<file path="src/rtl/frac_mul_shift.sv">
`timescale 1ns/1ps
module frac_mul_shift #(
  parameter int W    = 16,
  parameter int NOPT = 8
) (
  input  logic                      clk,
  input  logic                      rst,
  input  logic                      in_vld,
  input  logic [W-1:0]              op_a,
  input  logic [W-1:0]              op_b,
  input  logic [$clog2(NOPT)-1:0]   sh_sel,
  output logic                      out_vld,
  output logic [W-1:0]              res,
  output logic                      ovf
);
  localparam int SW = $clog2(NOPT);
  localparam int PW = 2 * W;
  localparam int RW = $clog2(PW) + 2;
  localparam logic [W-1:0] POS_MAX = {1'b0, {(W-1){1'b1}}};
  localparam logic [W-1:0] NEG_MAX = {1'b1, {(W-1){1'b0}}};

  logic signed [PW-1:0] prod, shf;
  logic signed [SW:0]   lsh;
  logic signed [RW-1:0] rsh;
  logic                 ovf_d;
  logic [W-1:0]         sat_d;

  assign prod  = $signed(op_a) * $signed(op_b);
  assign lsh   = $signed({sh_sel[SW-1], sh_sel}) + $signed({{SW{1'b0}}, 1'b1});
  assign rsh   = RW'(W - 1) - RW'(lsh);
  assign shf   = prod >>> rsh[RW-2:0];
  assign ovf_d = (|shf[PW-1:W-1]) & ~(&shf[PW-1:W-1]);
  assign sat_d = ovf_d ? (shf[PW-1] ? NEG_MAX : POS_MAX) : shf[W-1:0];

  always_ff @(posedge clk) begin
    if (rst) begin
      out_vld <= 1'b0;
      ovf     <= 1'b0;
      res     <= '0;
    end else begin
      out_vld <= in_vld;
      ovf     <= in_vld & ovf_d;
      if (in_vld) res <= sat_d;
    end
  end


  vld_follow_chk: assert property (@(posedge clk) disable iff (rst)
    $past(!rst) |-> (out_vld == $past(in_vld)));


  ovf_needs_vld_chk: assert property (@(posedge clk) disable iff (rst)
    ovf |-> out_vld);


  ovf_sat_chk: assert property (@(posedge clk) disable iff (rst)
    ovf |-> (res == POS_MAX || res == NEG_MAX));


  negone_sq_chk: assert property (@(posedge clk) disable iff (rst)
    (in_vld && op_a == NEG_MAX && op_b == NEG_MAX && !lsh[SW]) |=> (ovf && res == POS_MAX));


  hold_idle_chk: assert property (@(posedge clk) disable iff (rst)
    $past(!rst) && !in_vld |=> $stable(res));
endmodule

</file>
<file path="config.mk">
export PLATFORM = sky130hd
export DESIGN_NAME = frac_mul_shift
export DESIGN_NICKNAME = d
export VERILOG_FILES = /design/src/rtl/frac_mul_shift.sv
export SDC_FILE = /design/constraint.sdc
export NUM_CORES = 1
export LEC_CHECK = 0
export ABC_AREA = 1
export CORE_MARGIN = 10
export CORE_UTILIZATION = 45
export CTS_BUF_LIST = sky130_fd_sc_hd__clkbuf_16
export DETAILED_ROUTE_END_ITERATION = 16
export PLACE_DENSITY_LB_ADDON = 0.15
export SETUP_SLACK_MARGIN = 0.02
export SYNTH_ARGS = -nofsm -noshare
export SYNTH_HDL_FRONTEND = slang
export SYNTH_SLANG_ARGS = --single-unit
</file>
<file path="constraint.sdc">
create_clock -name clk -period 14.7 [get_ports clk]
set_input_delay 1.47 -clock clk [delete_from_list [all_inputs] [get_ports clk]]
set_output_delay 1.47 -clock clk [all_outputs]
set_load 0.01 [all_outputs]
</file>
== Yosys cells after proc, flatten, opt, wreduce, memory -nomap -nowiden ==
Cells that the tools add are included.

* Logic and storage cells: 14
* Output and inout port bits: 18
* Bits in registers: 18

* Bitwise gates (word level): 3
* Multiply operators: 1
* Add/sub/neg operators: 2
* Shift-type cells: 1
* Mux-type cells: 2
* Reductions and logical operators: 2

{| class="wikitable"
|+ Operators with widths
! cell !! count
|-
| multiplier 16 x 16 -> 32 bit || 1
|-
| two-way mux 16 bit || 2
|-
| >>> shifter 32 x 6 -> 32 bit || 1
|-
| AND reduction 17 bit || 1
|-
| OR reduction 17 bit || 1
|-
| subtractor 5 x 4 -> 6 bit (first input constant) || 1
|-
| adder 3 x 2 -> 4 bit (second input constant) || 1
|-
| AND 1 bit || 2
|-
| NOT 1 bit || 1
|}

== Longest topological paths before layout ==
* Word-level depth: 7
* Gate-level depth with buffers: 45
* Mapped depth without buffers: 42

== Worst setup path before layout ==
OpenSTA, ideal clock, no wires.

* Path type: in2reg
* Start: input port op_b[3]
* End: register res[0]
* Path buffers: 3
* Arrival time: 7620 ps
* Slack: 6971 ps
* Required time: 14591 ps
* Cell stages on the path: 38
* Cells stage by stage: clkbuf_1 -> clkbuf_1 -> nand2_1 -> inv_1 -> fa_1 -> fa_1 -> inv_1 -> fa_1 -> fa_1 -> fa_1 -> fa_1 -> inv_1 -> ha_1 -> nand2_1 -> nor2_1 -> and2_4 -> and2_1 -> nand2_1 -> [... 2 more ...] -> nand2_1 -> nand2_2 -> inv_2 -> nand2_2 -> nand3_1 -> nand3_1 -> nand2_1 -> nand2_1 -> nand3_1 -> nor2_1 -> nand2_1 -> nor2_2 -> nor2_2 -> nor2_4 -> buf_6 -> nand2_1 -> nand2_1 -> inv_1

* Longest elaborated chain between the ends: 6
* Elaborated cells on any way between the ends: 8
* Classes of those cells: mul: 1; shift: 1; mux: 2; bitwise: 2; reduce/logical: 2

{| class="wikitable"
|+ Ends and longest elaborated chain
! item !! line !! text
|-
| start: declaration || 10 || <nowiki>input logic [W-1:0] op_b,</nowiki>
|-
| multiplier 16 x 16 -> 32 bit (*) || 28 || <nowiki>assign prod = $signed(op_a) * $signed(op_b);</nowiki>
|-
| >>> shifter 32 x 6 -> 32 bit (*) || 31 || <nowiki>assign shf = prod >>> rsh[RW-2:0];</nowiki>
|-
| AND reduction 17 bit || 32 || <nowiki>assign ovf_d = (|shf[PW-1:W-1]) & ~(&shf[PW-1:W-1]);</nowiki>
|-
| NOT 1 bit || 32 ||
|-
| AND 1 bit || 32 ||
|-
| two-way mux 16 bit (*) || 33 || <nowiki>assign sat_d = ovf_d ? (shf[PW-1] ? NEG_MAX : POS_MAX) : shf[W-1:0];</nowiki>
|-
| end signal: assignment || 43 || <nowiki>if (in_vld) res <= sat_d;</nowiki>
|-
| end: declaration || 13 || <nowiki>output logic [W-1:0] res,</nowiki>
|}

Every way passes the cells marked *; elsewhere a longest branch is shown, timed or not.
A chain may end at the register's enable or synchronous reset.

== Worst setup path in the final report ==
* Start: input port op_b[1]
* End: register res[6]

The elaborated chain is that of the path after synthesis.

==> metrics.csv <==
metric;value;unit
register_area;360;um^2
place.detailed.instances;2353;
gr-total-overflow;0;
crit_top_cell;nand2_1;
clockBufferDepth;2;
synthCells;1987;
max_stage_delay;790;ps
hold_ws;474;ps
clock.fmax;107;MHz
grt_pass1_vias;12400;
finClkSkew;0;ps
rows;63;
gr-usage-all-layers;0.200;
fin_ws;5350;ps
grt_pass1_wl;61300;um
arrival;9500;ps
diodes;0;
critPathSlowestCell;clkdlybuf4s50_1;
post_cts_buffers;0;
setup_viol;0;
wirelength;35200;um
yosys.cell_types.count;39;
worst_setup_path_end_kind;register;
synth_nets;2371;
min_from;res[15];
drive_gt1_frac;0.0209;
setup_tns;0;ps
layout_common_cells;nand2_1 (620), inv_1 (472), fa_1 (262);
die_w;193;um
rsz0062_at_grt;false;
layout_commonest_cell;nand2_1;
relSlewSlack;0.214;
h-tree-depth;1;
cap_violations;0;
wl_per_cell;14.9;um
cts_buffers;3;
hpwl;30300;um
insertion_delay;250;ps
vias;11900;
ant_nets;0;
ff2ff_setup_slack;14030;ps
synthesis.area;0.0134;mm^2
crit_required;14850;ps
dp_slack;5210;ps
critPathLaunch;op_b[1];
multi_input_area;0.0109;mm^2
first_iter_violations;846;
antenna_found_initial;0;
hold_viol;0;
ctsResizeCount;0;
cts_root_buf;clkbuf_16;
drv_slew;0;
max_slew.worst_pin.slew;1180;ps
nFillCells;3109;
core_area;0.0296;mm^2
seq_area_frac_synth;0.0268;
synth-async-reset-ratio;0;
ys_dominant_reg_cell;dfxtp_1;
io_buffers;55;
synthToLayoutAreaGrowth;6.09;%
layout.cells.non_filler;2356;
start_util;0.455;
postSynthAreaPerCell;6.76;um^2
drc;0;
clock-sinks;18;
min_period;9350;ps
hp-class;reg -> reg;
synth_edf_count;0;
finalNetCount;2352;
clk_pin_slew;50;ps
path_max_fanout;16;
postCtsHoldBufs;0;
fin_crit_sh;0.636;
outcome;finished, final reports clean;
cp-start-kind;input port;
fp.dieH;193;um
first_pass_iters;5;
grt_max_degree;41;
critical_path_class;in -> reg;
via_per_inst;5.07;
yosys_warnings;0;
gp_congestion;0.959;
ys_ff_latch;18;
io_pins;56;
r2r-start;res[4];
tritoncts;done;
dieArea;0.0372;mm^2
[flip-flops by register name, indices dropped and copies added, names as in the netlist]
| signal | count |
|---|---|
| res | 16 |
| ovf | 1 |
| out_vld | 1 |
[worst max-delay path: cells and delay by family]
kind	cells	cell delay, ps
AND/OR/NAND/NOR	22	2940
buffers and inverters	7	1500
adder cells (fa/ha/maj)	7	3570
[Yosys cell counts, types with 5 or more instances]
| cell type | n | area share |
|---|---|---|
| nand2_1 | 620 | 0.17 |
| nor2_1 | 80 | 0.022 |
| o211ai_1 | 6 | 0.0034 |
| and2_1 | 15 | 0.0070 |
| a31oi_1 | 5 | 0.0023 |
| nand3_1 | 191 | 0.071 |
| a21oi_1 | 25 | 0.0093 |
| ha_1 | 84 | 0.078 |
| buf_1 | 9 | 0.0025 |
| inv_1 | 472 | 0.13 |
| nand4_1 | 14 | 0.0065 |
| buf_2 | 8 | 0.0030 |
| fa_1 | 262 | 0.39 |
| clkbuf_1 | 67 | 0.019 |
| nand2_2 | 7 | 0.0033 |
| nor2_2 | 5 | 0.0023 |
| dfxtp_1 | 18 | 0.027 |
| xnor2_1 | 13 | 0.0085 |
| or2_2 | 12 | 0.0056 |
| o21ai_0 | 42 | 0.016 |
[area by class of cell]
type | count | area share
Clock buffer | 3 | 0.00526
Sequential cell | 18 | 0.0253
Timing Repair Buffer | 62 | 0.0423
Multi-Input combinational cell | 1406 | 0.767
Inverter | 477 | 0.126
Tap cell | 390 | 0.0342
[layer usage]
layer	vias to the layer above	GRT usage	share of wire
li1	5800	-	-
met1	5854	0.274	0.45
met2	272	0.348	0.49
met3	23	0.0139	0.047
met4	0	0.0218	0.0087
met5	-	0	0
[final timing paths]
path	cells after the start	endpoint
max	36	res[6]
max reg2reg	4	res[4]
min reg2reg	2	res[15]
min	2	res[15]
[stage by stage]
step	instance area, um^2	utilization
floorplan	13400	-
global placement	14200	0.480
detailed placement	14200	0.480
CTS	14300	0.482
global route	14300	0.482
finish	14300	0.482
[kinds of logic (layout without fill, tap and decap cells)]
group	after synthesis	in the layout	synth area share
and+or+nand+nor	950	950	0.295
buffers and inverters	563	542	0.159
adders and majority gates	346	346	0.468
AOI/OAI and AO/OA	92	92	0.0384
DFF	18	18	0.0268
xor gates and xnor gates	17	17	0.0111
muxes	1	1	0.000745
Power is left out: the tool's default activity adds up to more than one toggle a clock period on the data nets, which glitch-free logic cannot reach.
